==> src/rtl/tod_pkg.sv <==
// Shared definitions for the time-of-day controller: field widths, mode
// codes, BCD wrap limits and the two-digit BCD successor function.
package tod_pkg;
    localparam int DIGIT_W = 4;
    localparam int FIELD_W = 2 * DIGIT_W;
    localparam int HM_W    = 2 * FIELD_W;
    localparam int TIME_W  = 3 * FIELD_W;

    typedef logic [2:0] mode_t;
    localparam mode_t MODE_RUN   = 3'b110;
    localparam mode_t MODE_SET   = 3'b101;
    localparam mode_t MODE_ALARM = 3'b011;

    localparam logic [FIELD_W-1:0] SEC_TOP  = 8'h59;
    localparam logic [FIELD_W-1:0] MIN_TOP  = 8'h59;
    localparam logic [FIELD_W-1:0] HOUR_TOP = 8'h23;

    // Next value of a two-digit BCD field that wraps to zero after 'top'.
    function automatic logic [FIELD_W-1:0] bcd_next(input logic [FIELD_W-1:0] v,
                                                    input logic [FIELD_W-1:0] top);
        if (v == top)
            return '0;
        else if (v[DIGIT_W-1:0] == 4'd9)
            return {v[FIELD_W-1:DIGIT_W] + 4'd1, 4'd0};
        else
            return {v[FIELD_W-1:DIGIT_W], v[DIGIT_W-1:0] + 4'd1};
    endfunction

    function automatic logic is_mode(input mode_t m);
        return (m == MODE_RUN) || (m == MODE_SET) || (m == MODE_ALARM);
    endfunction
endpackage

==> src/rtl/tod_key_edge.sv <==
// Edge detector for debounced key levels.
// Gives a one-cycle pulse per bit on a rising edge, or on a falling edge
// when FALLING is 1. Assumes the inputs are already synchronous to clk.
module tod_key_edge #(
    parameter int N       = 1,
    parameter bit FALLING = 1'b0
) (
    input  logic         clk,
    input  logic         rst_n,
    input  logic [N-1:0] lvl,
    output logic [N-1:0] pulse
);
    logic [N-1:0] prev_q;

    // Remember the level seen at the previous edge.
    always_ff @(posedge clk) begin
        if (!rst_n) prev_q <= '0;
        else        prev_q <= lvl;
    end

    generate
        if (FALLING) begin : g_fall
            assign pulse = prev_q & ~lvl;
        end else begin : g_rise
            assign pulse = ~prev_q & lvl;
        end
    endgenerate
endmodule

==> src/rtl/tod_mode_ctrl.sv <==
// Mode register and hold flag.
// The mode is loaded only from a legal key pattern. The hold flag toggles on
// each hold-key release pulse.
module tod_mode_ctrl import tod_pkg::*; (
    input  logic  clk,
    input  logic  rst_n,
    input  mode_t keys,
    input  logic  hold_fall,
    output mode_t mode_q,
    output logic  hold_q
);
    // Accept only the three defined key patterns.
    always_ff @(posedge clk) begin
        if (!rst_n)             mode_q <= MODE_RUN;
        else if (is_mode(keys)) mode_q <= keys;
    end

    // Toggle hold on each release of the hold key.
    always_ff @(posedge clk) begin
        if (!rst_n)         hold_q <= 1'b0;
        else if (hold_fall) hold_q <= ~hold_q;
    end

    p_mode_legal_r5: assert property (@(posedge clk) disable iff (!rst_n)
        (mode_q == MODE_RUN) || (mode_q == MODE_SET) || (mode_q == MODE_ALARM));
endmodule

==> src/rtl/tod_edit_reg.sv <==
// Editable hours:minutes register, in BCD.
// Changes only while the mode equals OWNER. The minute increment wraps
// without carrying into the hours.
module tod_edit_reg import tod_pkg::*; #(
    parameter mode_t OWNER = MODE_SET
) (
    input  logic            clk,
    input  logic            rst_n,
    input  mode_t           mode,
    input  logic            hour_up,
    input  logic            min_up,
    output logic [HM_W-1:0] hm_q
);
    logic owned;
    assign owned = (mode == OWNER);

    // Hours field: step on an hour press while this register is being edited.
    always_ff @(posedge clk) begin
        if (!rst_n)                 hm_q[HM_W-1:FIELD_W] <= '0;
        else if (owned && hour_up)  hm_q[HM_W-1:FIELD_W] <= bcd_next(hm_q[HM_W-1:FIELD_W], HOUR_TOP);
    end

    // Minutes field: step on a minute press, wrapping on its own.
    always_ff @(posedge clk) begin
        if (!rst_n)                 hm_q[FIELD_W-1:0] <= '0;
        else if (owned && min_up)   hm_q[FIELD_W-1:0] <= bcd_next(hm_q[FIELD_W-1:0], MIN_TOP);
    end

    p_min_nocarry_r7: assert property (@(posedge clk) disable iff (!rst_n)
        (owned && min_up && !hour_up) |=> (hm_q[HM_W-1:FIELD_W] == $past(hm_q[HM_W-1:FIELD_W])));

    p_hour_wrap_r6: assert property (@(posedge clk) disable iff (!rst_n)
        (owned && hour_up && hm_q[HM_W-1:FIELD_W] == HOUR_TOP) |=> (hm_q[HM_W-1:FIELD_W] == '0));
endmodule

==> src/rtl/tod_timekeeper.sv <==
// Running time-of-day counter in packed BCD.
// Priority order: clear, then loading from the set-time register, then
// advancing on a tick. Advancing needs the hold flag clear and the mode to be
// normal or alarm-set.
module tod_timekeeper import tod_pkg::*; (
    input  logic              clk,
    input  logic              rst_n,
    input  logic              tick,
    input  logic              clr,
    input  logic              hold,
    input  mode_t             mode,
    input  logic [HM_W-1:0]   set_hm,
    output logic [TIME_W-1:0] time_q
);
    logic [FIELD_W-1:0] sec, mins, hrs;
    logic               sec_wrap, min_wrap, advance;
    logic [TIME_W-1:0]  time_nxt;

    assign sec  = time_q[FIELD_W-1:0];
    assign mins = time_q[2*FIELD_W-1:FIELD_W];
    assign hrs  = time_q[TIME_W-1:2*FIELD_W];

    // Successor time with carries between fields.
    always_comb begin
        sec_wrap = (sec == SEC_TOP);
        min_wrap = (mins == MIN_TOP);
        time_nxt = {sec_wrap && min_wrap ? bcd_next(hrs, HOUR_TOP) : hrs,
                    sec_wrap ? bcd_next(mins, MIN_TOP) : mins,
                    bcd_next(sec, SEC_TOP)};
    end

    assign advance = tick && !hold && ((mode == MODE_RUN) || (mode == MODE_ALARM));

    // Apply clear, load and advance in priority order.
    always_ff @(posedge clk) begin
        if (!rst_n || clr)          time_q <= '0;
        else if (mode == MODE_SET)  time_q <= {set_hm, {FIELD_W{1'b0}}};
        else if (advance)           time_q <= time_nxt;
    end

    p_clear_zero_r3: assert property (@(posedge clk) disable iff (!rst_n)
        clr |=> (time_q == '0));

    p_hold_freeze_r4: assert property (@(posedge clk) disable iff (!rst_n)
        (hold && !clr && mode != MODE_SET) |=> $stable(time_q));

    p_bcd_legal_r1: assert property (@(posedge clk) disable iff (!rst_n)
        (time_q[3:0] <= 4'd9) && (time_q[7:4] <= 4'd5) && (time_q[11:8] <= 4'd9) &&
        (time_q[15:12] <= 4'd5) && (time_q[19:16] <= 4'd9) && (time_q[23:16] <= HOUR_TOP));
endmodule

==> src/rtl/tod_clock_ctrl.sv <==
// Top level of the time-of-day controller.
// Detects key edges, keeps the mode and hold flag, holds the set-time and
// alarm registers, runs the time counter and decodes the display, chime and
// alarm enables. Assumes all key inputs are debounced and synchronous to clk.
module tod_clock_ctrl import tod_pkg::*; #(
    parameter logic [FIELD_W-1:0] CHIME_LAST_SEC = 8'h05
) (
    input  logic        clk,
    input  logic        rst_n,
    input  logic        tick_1hz,
    input  logic        clr_lvl,
    input  logic        hold_lvl,
    input  logic [2:0]  mode_keys,
    input  logic        hour_inc_lvl,
    input  logic        min_inc_lvl,
    output logic [23:0] disp_time,
    output logic [2:0]  mode_code,
    output logic        chime_en,
    output logic        alarm_en
);
    localparam int NREG = 2;
    localparam mode_t OWNERS [NREG] = '{MODE_SET, MODE_ALARM};

    logic [1:0]        inc_rise;
    logic              hold_fall;
    mode_t             mode_q;
    logic              hold_q;
    logic [HM_W-1:0]   edit_hm [NREG];
    logic [TIME_W-1:0] time_q;

    tod_key_edge #(.N(2), .FALLING(1'b0)) u_inc_edge (
        .clk(clk), .rst_n(rst_n), .lvl({hour_inc_lvl, min_inc_lvl}), .pulse(inc_rise));

    tod_key_edge #(.N(1), .FALLING(1'b1)) u_hold_edge (
        .clk(clk), .rst_n(rst_n), .lvl(hold_lvl), .pulse(hold_fall));

    tod_mode_ctrl u_mode (
        .clk(clk), .rst_n(rst_n), .keys(mode_keys), .hold_fall(hold_fall),
        .mode_q(mode_q), .hold_q(hold_q));

    // One edit register per editing mode: index 0 set-time, index 1 alarm.
    generate
        for (genvar g = 0; g < NREG; g++) begin : g_edit
            tod_edit_reg #(.OWNER(OWNERS[g])) u_reg (
                .clk(clk), .rst_n(rst_n), .mode(mode_q),
                .hour_up(inc_rise[1]), .min_up(inc_rise[0]), .hm_q(edit_hm[g]));
        end
    endgenerate

    tod_timekeeper u_time (
        .clk(clk), .rst_n(rst_n), .tick(tick_1hz), .clr(clr_lvl), .hold(hold_q),
        .mode(mode_q), .set_hm(edit_hm[0]), .time_q(time_q));

    // Choose the displayed value and decode the two tone enables.
    always_comb begin
        disp_time = (mode_q == MODE_ALARM) ? {edit_hm[1], {FIELD_W{1'b0}}} : time_q;
        chime_en  = (mode_q == MODE_RUN) && (time_q[HM_W-1:0] <= {{FIELD_W{1'b0}}, CHIME_LAST_SEC});
        alarm_en  = (mode_q == MODE_RUN) && !chime_en && (time_q[TIME_W-1:FIELD_W] == edit_hm[1]);
    end

    assign mode_code = mode_q;

    p_tone_excl_r10: assert property (@(posedge clk) disable iff (!rst_n)
        alarm_en |-> (time_q[HM_W-1:0] > {{FIELD_W{1'b0}}, CHIME_LAST_SEC}));
endmodule

==> config.mk <==
export PLATFORM = sky130hd
export DESIGN_NAME = tod_clock_ctrl
export DESIGN_NICKNAME = d
export VERILOG_FILES = /design/src/rtl/tod_pkg.sv /design/src/rtl/tod_key_edge.sv /design/src/rtl/tod_mode_ctrl.sv /design/src/rtl/tod_edit_reg.sv /design/src/rtl/tod_timekeeper.sv /design/src/rtl/tod_clock_ctrl.sv
export SDC_FILE = /design/constraint.sdc
export NUM_CORES = 1
export LEC_CHECK = 0
export ABC_AREA = 1
export BUFFER_PORTS_ARGS = -buffer_cell sky130_fd_sc_hd__buf_2
export CAP_MARGIN = 20
export CORE_ASPECT_RATIO = 1.75
export CORE_MARGIN = 1
export CORE_UTILIZATION = 50
export CTS_BUF_LIST = sky130_fd_sc_hd__clkbuf_8
export CTS_CLUSTER_DIAMETER = 40
export DETAILED_ROUTE_END_ITERATION = 8
export PLACE_DENSITY = 0.67
export SYNTH_ARGS = -nofsm -noshare
export SYNTH_HDL_FRONTEND = slang
export SYNTH_SLANG_ARGS = --single-unit
==> constraint.sdc <==
create_clock -name clk -period 2.6 [get_ports clk]
set_input_delay 0.52 -clock clk [delete_from_list [all_inputs] [get_ports clk]]
set_output_delay 0.52 -clock clk [all_outputs]
set_load 0.01 [all_outputs]
; Yosys cells after proc, flatten, opt, wreduce, memory -nomap -nowiden
; Cells that the tools add are included.
[op_classes]
add_sub_neg = 14
n_reduce_logical = 37
order_cmp = 1
bitwise = 5
muxes = 19
eq_ne = 21
[op_table]
columns = cell, n
row1 = $mux 8, 16
row2 = $mux 24, 3
row3 = $add 4x1->4 const B, 14
row4 = $eq 8x7->1 const B, 4
row5 = $eq 4x4->1 const B, 7
row6 = $eq 8x6->1 const B, 3
row7 = $eq 16x16->1, 1
row8 = $le 16x3->1 const B, 1
row9 = $reduce_bool 2->1, 8
row10 = $reduce_and 2->1, 7
row11 = $eq 3x3->1 const B, 4
row12 = $logic_and 1x1->1, 10
row13 = $eq 3x2->1 const B, 2
row14 = $reduce_and 3->1, 2
row15 = $reduce_bool 3->1, 2
row16 = $logic_or 1x1->1, 4
row17 = $logic_not 1->1, 3
row18 = $and 2x2->2, 1
row19 = $not 1->1, 2
row20 = $not 2->2, 1
row21 = $reduce_or 2->1, 1
row22 = $and 1x1->1, 1
[totals]
wordCells = 115
output_inout_bits = 29
ff_bits = 63
inputBits = 10

; Logic depth before layout (Yosys ltp)
[logic_depth]
depth_word = 6
ltp_mapped = 10

; By module
; A second synthesis with hierarchy kept.
[unflattened]
hier_cells = 731
area_unflattened_um2 = 4524.3
[modules_own_cells]
columns = module, n_inst, cells_each, area_each_um2, seq_area_each_um2
row1 = tod_timekeeper, 1, 265, 1671.6, 480.5
row2 = tod_edit_reg at g_edit[0].u_reg, 1, 138, 992.2, 320.3
row3 = tod_edit_reg at g_edit[1].u_reg, 1, 138, 933.4, 320.3
row4 = tod_clock_ctrl, 1, 147, 625.6, 0.0
row5 = tod_mode_ctrl, 1, 28, 191.4, 80.1
row6 = tod_key_edge at u_inc_edge, 1, 10, 75.1, 40.0
row7 = tod_key_edge at u_hold_edge, 1, 5, 35.0, 20.0

; Worst setup path before layout
; No wires, ideal clock.
[synth_timing]
path_kind = register -> output
from = register u_mode.mode_q[1]
to = output disp_time[10]
t_arrival_ns = 1.292
path_slack_ns = 0.788
stages_incl_launch_ff = 5
n_path_buf = 2
cell_sequence = dfxtp_1 > nand3_4 > buf_2 > buf_2 > o21ai_0
[synth_between]
elab_chain_cells = 2
[synth_lines]
columns = element, line_no
row1 = "start, declared", tod_mode_ctrl.sv:9  ; output mode_t mode_q,
row2 = "start signal, assigned", tod_mode_ctrl.sv:15  ; else if (is_mode(keys)) mode_q <= keys;
row3 = $eq 3x2->1, tod_clock_ctrl.sv:56  ; disp_time = (mode_q == MODE_ALARM) ? {edit_hm[1], {FIELD_W{1'b0}}} : time_q;
row4 = $mux 24, tod_clock_ctrl.sv:56
row5 = "end, declared", tod_clock_ctrl.sv:16  ; output logic [23:0] disp_time,
; Every way passes these cells.

; Worst setup path in the final report
[layout_timing]
from = register u_time.time_q[1]
to = output alarm_en
[layout_between]
elab_chain_cells = 5
[layout_lines]
columns = element, line_no
row1 = "start, declared", tod_timekeeper.sv:13  ; output logic [TIME_W-1:0] time_q
row2 = "start signal, assigned", tod_timekeeper.sv:37  ; else if (mode == MODE_SET) time_q <= {set_hm, {FIELD_W{1'b0}}};
row3 = "start signal, assigned", tod_timekeeper.sv:38  ; else if (advance) time_q <= time_nxt;
row4 = $le 16x3->1, tod_clock_ctrl.sv:57  ; chime_en = (mode_q == MODE_RUN) && (time_q[HM_W-1:0] <= {{FIELD_W{1'b0}}, CHIME_LAST_SEC});
row5 = $logic_and 1x1->1, tod_clock_ctrl.sv:57
row6 = $logic_not 1->1, tod_clock_ctrl.sv:58  ; alarm_en = (mode_q == MODE_RUN) && !chime_en && (time_q[TIME_W-1:FIELD_W] == edit_hm[1]);
row7 = $logic_and 1x1->1 (2 in a row), tod_clock_ctrl.sv:58
row8 = "end, declared", tod_clock_ctrl.sv:19  ; output logic alarm_en
; Every way passes these cells.

==> flow_summary.json <==
{
  "ir_drop_uv": 346.1,
  "clock_path_buffers": 2,
  "ctsHtreeMaxLevel": 3,
  "wl_met3_um": 396,
  "max-cap-violations": 0,
  "skew_ns": 0.009626,
  "grtUsageTotal_pct": 25.34,
  "drtAntennaViolNets": 0,
  "path_cells": "inv_1, ha_1, nor3_1, o21ai_0, nand3_1, nand2_1, nor2_1, buf_2",
  "synth_ff_type": "dfxtp_1",
  "critical_path_class": "flop to output pin",
  "synth_top_family_by_area": "simple AND/OR/NAND/NOR gates",
  "p_leak_nw": 2.224,
  "synth-compound-area-share_pct": 9.466,
  "synth.avg_cell_area_um2": 6.865,
  "wl_met1_mm": 4.262,
  "path_buf_inv": 2,
  "layout_commonest_cell": "nand2_1",
  "final_cell_mix": "140 x nand2_1, 100 x nor2_1, 78 x inv_1",
  "initial_core_util_pct": 51.38,
  "hold_start": "hour_inc_lvl",
  "tightest_slew_ns": 0.4642,
  "async_reset_ff_share_pct": 0,
  "synth_fa_ha_area_share_pct": 9.732,
  "yosys.cell_types.count": 39,
  "finalNetCount": 699,
  "cp-start-kind": "flop",
  "num_antenna_cells": 0,
  "routabilityCongestion": 0.8392,
  "ctsHoldBuffers": 0,
  "hold_violations": 0,
  "end_kind": "output pin",
  "yosysWarningCount": 0,
  "cts_inserted_buffers": 9,
  "drt_first_pass_iters": 4,
  "critical_path.max_stage_delay_ns": 0.34,
  "rows": 44,
  "min_path_type": "input pin to flop",
  "ys_ff_latch": 63,
  "dr_total_vias": 3964,
  "yosys.area_share.simple_pct": 37.19,
  "antenna_found_initial": 0,
  "fp.coreArea_um2": 8258,
  "numClockSinks": 63,
  "die_area_um2": 8873,
  "root_buffer": "clkbuf_8",
  "finalCritPeriodShare_pct": 86.84,
  "synth-xor-area-share_pct": 5.161,
  "clock.fmax_mhz": 442.9,
  "drc": 0,
  "startpoint": "u_time.time_q[1]",
  "arrival_ns": 1.74,
  "syn-cell-area_um2": 4243,
  "cts_tree": "yes",
  "cp_max_fo": 5,
  "cts_setup_buffers": 0,
  "cp.required_ns": 2.08,
  "fillers": 851,
  "grt_pass1_vias": 3750,
  "min_period_ns": 2.258,
  "wl_per_cell_um": 13.83,
  "fin_tns_setup_ns": 0,
  "ios": 39,
  "crit_family": "simple AND/OR/NAND/NOR gates",
  "met2_wirelength_mm": 5.517,
  "slowest_stage": "dfxtp_1",
  "clk_latency_ns": 0.35,
  "drt-total-wl_mm": 10.42,
  "netlist_instances": 618,
  "portBuffers": 38,
  "setup_viol": 0,
  "drive_gt1_share_pct": 13.01,
  "via_per_inst": 5.264,
  "synthMuxAreaShare_pct": 0,
  "drt_iter0_drc": 148,
  "syn_nets": 661,
  "syn_to_final_growth_pct": 9.555,
  "hpwl_mm": 8.140,
  "clkSlewWorstSetupHoldPaths_ns": 0.06,
  "die_x_um": 71.64,
  "slew_headroom_pct": 69.02,
  "dr.max_layer_used": "met4",
  "fin_hold_ws_ns": 0.3654,
  "synth_sequential_area_ratio_pct": 29.73,
  "grt_pass1_wl_mm": 17.29,
  "rsz0062_at_grt": "false",
  "status": "finished, final reports clean",
  "fp.dieH_um": 123.9,
  "overflow": 0,
  "crit-reg2reg-launch": "u_mode.mode_q[2]",
  "fin_util_pct": 56.29,
  "finalMaxSlewViolations": 0,
  "synth_edf_count": 0,
  "cts_resized": 0,
  "powerDensity_nw_per_um2": 397.4,
  "grt_max_degree": 33
}
==> synth_stat cells (2+ instances only) <==
master / count / share of area (%)
nand3_2: 2 / 0.47
nand2_8: 2 / 0.94
xnor2_1: 2 / 0.41
nand3b_1: 2 / 0.35
inv_2: 5 / 0.44
o21ai_2: 2 / 0.41
o22ai_1: 10 / 1.5
nor2_4: 6 / 1.6
nand2_4: 4 / 1.1
a211oi_1: 2 / 0.35
buf_2: 5 / 0.59
nor2_1: 100 / 8.8
nand3_4: 4 / 1.7
inv_1: 72 / 6.4
o21ai_1: 6 / 0.71
clkbuf_1: 6 / 0.53
o21ai_0: 32 / 3.8
ha_1: 33 / 9.7
a21oi_1: 14 / 1.7
nand2_2: 3 / 0.44
buf_6: 2 / 0.53
nand4_1: 17 / 2.5
nand2_1: 140 / 12
nand3_1: 32 / 3.8
nor3_1: 17 / 2.0
dfxtp_1: 63 / 30
xor2_1: 23 / 4.7
==> per-stage QoR <==
stage / total power, mW / cell area, um^2 / worst slack [ns] / std cells
2_1_floorplan: 1.131 / 4243 / 0.7880 / 618
3_3_place_gp: 1.175 / 4497 / 0.7331 / 737
3_5_place_dp: 1.179 / 4497 / 0.7001 / 737
4_1_cts: 1.866 / 4648 / 0.3181 / 753
5_1_grt: 1.936 / 4648 / 0.1997 / 753
6_report: 1.847 / 4648 / 0.3422 / 753
==> layout make-up <==
class | instances | area, um^2 | area share, %
multi-input combinational | 463 | 2611 | 56.18
clock buffer | 9 | 123.9 | 2.665
timing repair buffer | 42 | 220.2 | 4.738
clock inverter | 7 | 27.53 | 0.5922
tap | 92 | 115.1 | 2.476
inverter | 77 | 289.0 | 6.218
sequential | 63 | 1261 | 27.13
==> worst reg2reg max path, delay by kind of cell (launching register included) <==
family                 cells  cell delay, ns
buffers and inverters      3            0.58
AND/OR/NAND/NOR            6            0.67
flip-flops                 1            0.45
==> path summary, 6_finish.rpt <==
check,endpoint,slack [ns],depth (start not counted)
max,alarm_en,0.34,8
min,u_inc_edge.prev_q[1],0.37,3
min reg2reg,u_time.time_q[0],0.52,2
max reg2reg,u_time.time_q[3],0.80,9
==> metal layers <==
| layer | vias to the layer above | global-route usage (%) |
|---|---|---|
| li1 | 2050 | - |
| met3 | 15 | 4.369 |
| met5 | - | 0 |
| met4 | 0 | 12.50 |
| met2 | 93 | 45.93 |
| met1 | 1806 | 28.15 |
==> power breakdown <==
group / internal, mW / switching, mW / leakage (nW)
combinational: 0.0497 / 0.119 / 1.61
sequential: 0.976 / 0.0126 / 0.509
clock: 0.323 / 0.367 / 0.101
total: 1.35 / 0.498 / 2.22
==> cells by family after synthesis <==
family                   count (synthesis)
XOR/XNOR                                25
flip-flops                              63
AO/OA/AOI/OAI                           71
adder cells (fa/ha/maj)                 33
AND/OR/NAND/NOR                        334
buffers and inverters                   92
==> flip-flops by register name (all words and copies together) (netlist names) <==
register	cells
g_edit.u_reg.hm_q	32
u_inc_edge.prev_q	2
u_mode.hold_q	1
u_hold_edge.prev_q	1
u_time.time_q	24
u_mode.mode_q	3
(Power assumes the default switching activity.)
